<file path="config.mk">
export PLATFORM = sky130hd
export DESIGN_NAME = acq_arm_ctrl
export DESIGN_NICKNAME = d
export VERILOG_FILES = /design/src/rtl/acq_pkg.sv /design/src/rtl/acq_fsm.sv /design/src/rtl/cfg_store.sv /design/src/rtl/ped_ram.sv /design/src/rtl/acq_arm_ctrl.sv
export SDC_FILE = /design/constraint.sdc
export NUM_CORES = 1
export LEC_CHECK = 0
export ABC_CLOCK_PERIOD_IN_PS = 5780
export CAP_MARGIN = 20
export CELL_PAD_IN_SITES_DETAIL_PLACEMENT = 1
export CELL_PAD_IN_SITES_GLOBAL_PLACEMENT = 1
export CORE_MARGIN = 2
export CORE_UTILIZATION = 41
export DETAILED_ROUTE_END_ITERATION = 12
export HOLD_SLACK_MARGIN = 0.08
export PLACE_DENSITY_LB_ADDON = 0.1
export SETUP_SLACK_MARGIN = 0.02
export SYNTH_ARGS = -nofsm -noshare
export SYNTH_HDL_FRONTEND = slang
export SYNTH_SLANG_ARGS = --single-unit
export TNS_END_PERCENT = 5
</file>
<file path="constraint.sdc">
create_clock -name clk -period 5.78 [get_ports clk]
set_clock_uncertainty 0.05 [all_clocks]
set_input_delay 0.867 -clock clk [delete_from_list [all_inputs] [get_ports clk]]
set_output_delay 0.867 -clock clk [all_outputs]
set_load 0.005 [all_outputs]
</file>
<file path="src/rtl/acq_pkg.sv">
package acq_pkg;
  typedef enum logic {
    ST_READY = 1'b0,
    ST_BUSY  = 1'b1
  } acq_st_e;

  typedef enum logic {
    TGT_CFG = 1'b0,
    TGT_PED = 1'b1
  } host_tgt_e;
endpackage

</file>
<file path="src/rtl/acq_fsm.sv">
module acq_fsm
  import acq_pkg::*;
(
  input  logic    clk,
  input  logic    rst,
  input  logic    clr,
  input  logic    ext_gate,
  input  logic    test_cmd,
  input  logic    conv_done,
  input  logic    ro_done,
  output acq_st_e st_q,
  output logic    conv_start_q,
  output logic    test_run_q,
  output logic    complete
);
  logic conv_seen_q, ro_seen_q;
  logic gate_any;

  assign gate_any = ext_gate | test_cmd;
  assign complete = conv_seen_q & ro_seen_q;

  always_ff @(posedge clk) begin
    if (rst) begin
      st_q         <= ST_READY;
      conv_start_q <= 1'b0;
      test_run_q   <= 1'b0;
      conv_seen_q  <= 1'b0;
      ro_seen_q    <= 1'b0;
    end else begin
      conv_start_q <= 1'b0;
      if (clr) begin
        st_q        <= ST_READY;
        test_run_q  <= 1'b0;
        conv_seen_q <= 1'b0;
        ro_seen_q   <= 1'b0;
      end else if (st_q == ST_READY) begin
        if (gate_any) begin
          st_q         <= ST_BUSY;
          conv_start_q <= 1'b1;
          test_run_q   <= test_cmd;
        end
      end else begin
        if (conv_done) conv_seen_q <= 1'b1;
        if (ro_done)   ro_seen_q   <= 1'b1;
      end
    end
  end


  clr_ready_chk: assert property (@(posedge clk) disable iff (rst)
    clr |=> (st_q == ST_READY && !conv_start_q && !complete));


  busy_hold_chk: assert property (@(posedge clk) disable iff (rst)
    (st_q == ST_BUSY && !clr) |=> (st_q == ST_BUSY && !conv_start_q));


  start_from_ready_chk: assert property (@(posedge clk) disable iff (rst)
    conv_start_q |-> ($past(st_q) == ST_READY && st_q == ST_BUSY));


  complete_busy_chk: assert property (@(posedge clk) disable iff (rst)
    complete |-> st_q == ST_BUSY);
endmodule

</file>
<file path="src/rtl/cfg_store.sv">
module cfg_store #(
  parameter int          CFG_W    = 16,
  parameter logic [15:0] CFG_INIT = 16'hF800
) (
  input  logic             clk,
  input  logic             rst,
  input  logic             init,
  input  logic             we,
  input  logic             re,
  input  logic [CFG_W-1:0] wdata,
  output logic [CFG_W-1:0] cfg_q,
  output logic [CFG_W-1:0] rd_q
);
  localparam logic [CFG_W-1:0] DEFAULT_WORD = CFG_W'(CFG_INIT);

  always_ff @(posedge clk) begin
    if (rst) begin
      cfg_q <= DEFAULT_WORD;
      rd_q  <= '0;
    end else begin
      if (init)    cfg_q <= DEFAULT_WORD;
      else if (we) cfg_q <= wdata;
      if (re)      rd_q  <= cfg_q;
    end
  end


  init_default_chk: assert property (@(posedge clk) disable iff (rst)
    init |=> cfg_q == DEFAULT_WORD);


  cfg_hold_chk: assert property (@(posedge clk) disable iff (rst)
    (!init && !we) |=> $stable(cfg_q));
endmodule

</file>
<file path="src/rtl/ped_ram.sv">
module ped_ram #(
  parameter int DEPTH = 16,
  parameter int W     = 8,
  localparam int AW   = $clog2(DEPTH)
) (
  input  logic          clk,
  input  logic          rst,
  input  logic          we,
  input  logic          re,
  input  logic [AW-1:0] addr,
  input  logic [W-1:0]  wdata,
  output logic [W-1:0]  rd_q
);
  logic [W-1:0] mem [DEPTH];

  always_ff @(posedge clk) begin
    if (we) mem[addr] <= wdata;
  end

  always_ff @(posedge clk) begin
    if (rst)     rd_q <= '0;
    else if (re) rd_q <= mem[addr];
  end
endmodule

</file>
<file path="src/rtl/acq_arm_ctrl.sv">
module acq_arm_ctrl
  import acq_pkg::*;
#(
  parameter int          N_PED    = 16,
  parameter int          PED_W    = 8,
  parameter int          DATA_W   = 16,
  parameter logic [15:0] CFG_INIT = 16'hF800,
  localparam int         AW       = $clog2(N_PED)
) (
  input  logic              clk,
  input  logic              rst,
  input  logic              clr,
  input  logic              ext_gate,
  input  logic              test_cmd,
  input  logic              init_cmd,
  input  logic              conv_done,
  input  logic              ro_done,
  input  logic              host_wr,
  input  logic              host_rd,
  input  logic              host_sel,
  input  logic [AW-1:0]     host_addr,
  input  logic [DATA_W-1:0] host_wdata,
  output logic              busy,
  output logic              conv_clr,
  output logic              conv_start,
  output logic              test_run,
  output logic              acq_complete,
  output logic [DATA_W-1:0] cfg_q,
  output logic              host_ack,
  output logic              host_nak,
  output logic [DATA_W-1:0] host_rdata
);
  acq_st_e st;
  logic    req, grant, wr_ok, rd_ok;
  logic    ack_q, nak_q, sel_q;
  logic [DATA_W-1:0] cfg_rd;
  logic [PED_W-1:0]  ped_rd;
  logic [DATA_W-1:0] ped_ext;

  acq_fsm u_fsm (
    .clk         (clk),
    .rst         (rst),
    .clr         (clr),
    .ext_gate    (ext_gate),
    .test_cmd    (test_cmd),
    .conv_done   (conv_done),
    .ro_done     (ro_done),
    .st_q        (st),
    .conv_start_q(conv_start),
    .test_run_q  (test_run),
    .complete    (acq_complete)
  );

  assign req   = host_wr | host_rd;
  assign grant = req & (st == ST_READY);
  assign wr_ok = grant & host_wr;
  assign rd_ok = grant & host_rd & ~host_wr;

  cfg_store #(.CFG_W(DATA_W), .CFG_INIT(CFG_INIT)) u_cfg (
    .clk  (clk),
    .rst  (rst),
    .init (init_cmd),
    .we   (wr_ok & (host_sel == TGT_CFG)),
    .re   (rd_ok & (host_sel == TGT_CFG)),
    .wdata(host_wdata),
    .cfg_q(cfg_q),
    .rd_q (cfg_rd)
  );

  ped_ram #(.DEPTH(N_PED), .W(PED_W)) u_ped (
    .clk  (clk),
    .rst  (rst),
    .we   (wr_ok & (host_sel == TGT_PED)),
    .re   (rd_ok & (host_sel == TGT_PED)),
    .addr (host_addr),
    .wdata(host_wdata[PED_W-1:0]),
    .rd_q (ped_rd)
  );

  generate
    if (DATA_W > PED_W) begin : g_pad
      assign ped_ext = {{(DATA_W-PED_W){1'b0}}, ped_rd};
    end else begin : g_direct
      assign ped_ext = ped_rd;
    end
  endgenerate

  always_ff @(posedge clk) begin
    if (rst) begin
      ack_q <= 1'b0;
      nak_q <= 1'b0;
      sel_q <= 1'b0;
    end else begin
      ack_q <= grant;
      nak_q <= req & (st == ST_BUSY);
      if (rd_ok) sel_q <= host_sel;
    end
  end

  assign busy       = (st == ST_BUSY);
  assign conv_clr   = (st == ST_READY);
  assign host_ack   = ack_q;
  assign host_nak   = nak_q;
  assign host_rdata = sel_q ? ped_ext : cfg_rd;


  ack_nak_excl_chk: assert property (@(posedge clk) disable iff (rst)
    !(host_ack && host_nak));


  nak_when_busy_chk: assert property (@(posedge clk) disable iff (rst)
    host_nak |-> ($past(st) == ST_BUSY && !host_ack));


  rdata_hold_busy_chk: assert property (@(posedge clk) disable iff (rst)
    (st == ST_BUSY && !clr) |=> $stable(host_rdata));
endmodule

</file>
==> reports/qor.csv <==
stage,metric,value,unit
sta,drv_slew,0,
critical_path,cp_num_buf_inv,1,
logic_synthesis,synth_top_area_frac,0.562,
logic_synthesis,ys_seq_area_frac,0.703,
cts,root_buffer,clkbuf_16,
pwr,internal_power,2070,uW
sta,max_slew.worst_pin.slew,1.02,ns
critical_path,arrival,2.12,ns
cells_and_area,syn2layout_area_growth,21.6,%
global_routing,grt_pass1_vias,4078,
routing,avgViaCountPerCell,5.23,
logic_synthesis,ys_ff_latch,176,
logic_synthesis,synthDistinctLibCells,33,
sta,max-slew-margin-rel,0.316,
cts,cts.htree.levels,4,
sta,rsz0062_at_grt,no,
placement,place_hpwl,10900,um
sta,finalHoldViolations,0,
placement,port_buffers,69,
logic_synthesis,synth_top_area_cell,edfxtp_1,
logic_synthesis,syn_area_per_cell,15.8,sq um
sta,setup_violations,0,
critical_path,setup.worst_path.end_class,output port,
cts,cts_sinks,176,
routing,postRouteAntennaNets,0,
pwr,combPwrFrac,0.059,
placement,place.gp.congestion,0.747,
global_routing,gr-usage-all-layers,0.195,
cts,clk-insertion-delay-late,0.42,ns
cts,cts_tree,done,
routing,wl,16500,um
cells_and_area,diodes,0,
cells_and_area,drive_gt1_frac,0.179,
routing,via_count,3837,
critical_path,start_kind,flip-flop,
global_routing,grt_first_pass_wirelength,25200,um
floorplanning,die_w,133,um
global_routing,overflow,0,
pwr,switching_power,594,uW
routing,wl_per_cell,22.5,um
floorplanning,initial_utilization,0.415,
floorplanning,design.portCount,70,
critical_path,worstSetupPathType,flip-flop to output port,
cts,cts_hold_buf,0,
critical_path,cp_max_fo,17,
cts,clk_pin_slew,0.07,ns
pwr,pwr-share-clk,0.423,
critical_path,crit_path_max_incr_delay,0.81,ns
logic_synthesis,syn_nets,463,
sta,fin_crit_sh,0.526,
cells_and_area,mostFrequentLayoutCells,"edfxtp_1, clkdlybuf4s50_1, nand2_1",
floorplanning,die-area,17700,sq um
logic_synthesis,synth_area_leaders,"edfxtp_1, dfxtp_1, mux4_2",
critical_path,cp_top_family,flip-flops,
pwr,swShare,0.223,
floorplanning,fp-row-count,47,
routing,first_pass_iters,4,
cells_and_area,final_util,0.505,
critical_path,crit_slowest_cell,dfxtp_1,
global_routing,grt_max_degree,40,
pwr,ir_drop,0.000221,V
routing,dr.first_iter.drc_count,197,
critical_path,cp-startpoint,sel_q$_SDFFE_PP0P_,
critical_path,worstPathCellList,"mux2_2, clkdlybuf4s50_1",
critical_path,worst_ep_required_time,4.86,ns
logic_synthesis,ys.warnings.count,0,
cells_and_area,final_common_cell,edfxtp_1,
cells_and_area,fin_nets,532,
cts,clockBufferDepth,2,
sta,setup_tns,0,ns
pwr,p_per_area,320,nW/um^2
min_path,hp-start,u_cfg.rd_q[7]$_SDFFE_PP0P_,
floorplanning,die_h,133,um
flow_run,max_cap_violations,0,
logic_synthesis,synthCells,432,
pwr,pwr-share-seq,0.518,
min_path,hold_path_class,flip-flop to flip-flop,
run_status,outcome,"finished, final reports clean",
global_routing,antenna_found_initial,0,
pwr,p_leak,0.00272,uW
sta,finalCriticalPeriod,3.04,ns
routing,drc_errors,0,
cts,numCtsBuffers,17,
cts,post_cts_buffers,0,
floorplanning,core_area,16500,sq um
logic_synthesis,synth_area,6840,sq um
cts,postCtsResizedCells,0,
sta,fmax,329,MHz
critical_path,r2r-start,u_fsm.st_q$_SDFF_PP0_,
## worst register-to-register path, cell delays in order, from the launching register on
cell	delay, ns
dfxtp_1	0.49
nand3b_1	0.29
or3b_1	0.47
nor3_1	0.81
## layer usage
layer	GRT usage	up-vias	share of wire	wire length, um
met2	0.317	73	0.50	8300
met4	0.0656	0	0.0096	159
met1	0.265	1969	0.45	7380
met5	0	-	0	0
met3	0.0411	14	0.040	653
li1	-	1781	-	-
## synthesized netlist by cell type (all sizes together)
library cell and count:
or3 2, nand3b 9, or2 1, nand4bb 1, mux2 8, nand3 5
nand2 65, a21oi 30, nor2 16, or4b 1, o31ai 1, dfxtp 48
nor4b 1, nor4 1, o21bai 1, a211oi 1, nand4 1, buf 15
inv 2, clkbuf 13, nor3b 1, nor3 7, nand2b 3, or3b 4
a22oi 1, edfxtp 128, mux4 32, and2 1, nor2b 9, o221ai 8
mux2i 16
## state kept, by name, indices dropped and copies added (netlist names)
register            flops
host_ack                1
host_nak                1
sel_q                   1
u_cfg.cfg_q            16
u_cfg.rd_q             16
u_fsm.conv_seen_q       1
u_fsm.conv_start_q      1
u_fsm.ro_seen_q         1
u_fsm.st_q              1
u_fsm.test_run_q        1
u_ped.mem             128
u_ped.rd_q              8
## path summary, 6_finish.rpt
kind | end | slack [ns] | cells past startpoint
worst max-delay path | host_rdata[7] | 2.74 | 2
worst min-delay path | u_cfg.rd_q[7]$_SDFFE_PP0P_ | 0.40 | 2
worst max register to register | u_ped.mem[2][2]$_DFFE_PP_ | 3.30 | 3
worst min register to register | u_cfg.rd_q[7]$_SDFFE_PP0P_ | 0.40 | 2
## power by group through the flow
stage               logic [uW]  clock network, uW  registers (uW)
global route               170               1190            1380
finish                     157               1120            1380
detailed placement         159                  0            1410
CTS                        160               1150            1380
floorplan                 82.0                  0            1400
global placement           157                  0            1400
## per-stage QoR
step / power, uW / instances / hold slack, ns / setup WS [ns] / area (sq um)
after detailed placement: 1560 / 698 / 0.397 / 2.00 / 7710
after global placement: 1560 / 698 / 0.388 / 2.19 / 7710
after floorplan: 1480 / 432 / 0.382 / 3.03 / 6840
after global routing: 2740 / 734 / 0.430 / 2.58 / 8320
final: 2660 / 734 / 0.403 / 2.74 / 8320
after CTS: 2690 / 730 / 0.407 / 2.46 / 8290
## area by class of cell
type	count	area, sq um
multi-input cells	226	1900
well taps	220	275
flip-flops and latches	176	4800
clock inverters	12	121
fillers	1571	8150
repair buffers	78	752
inverters	2	7.51
clock buffers	20	457
## logic make-up after synthesis
logic type | count (synthesis) | share of synthesized area
and+or+nand+nor | 128 | 0.0918
buffers and inverters | 30 | 0.0198
muxes | 56 | 0.142
AOI/OAI and AO/OA | 42 | 0.0439
DFF | 176 | 0.703
(Power assumes the default switching activity.)
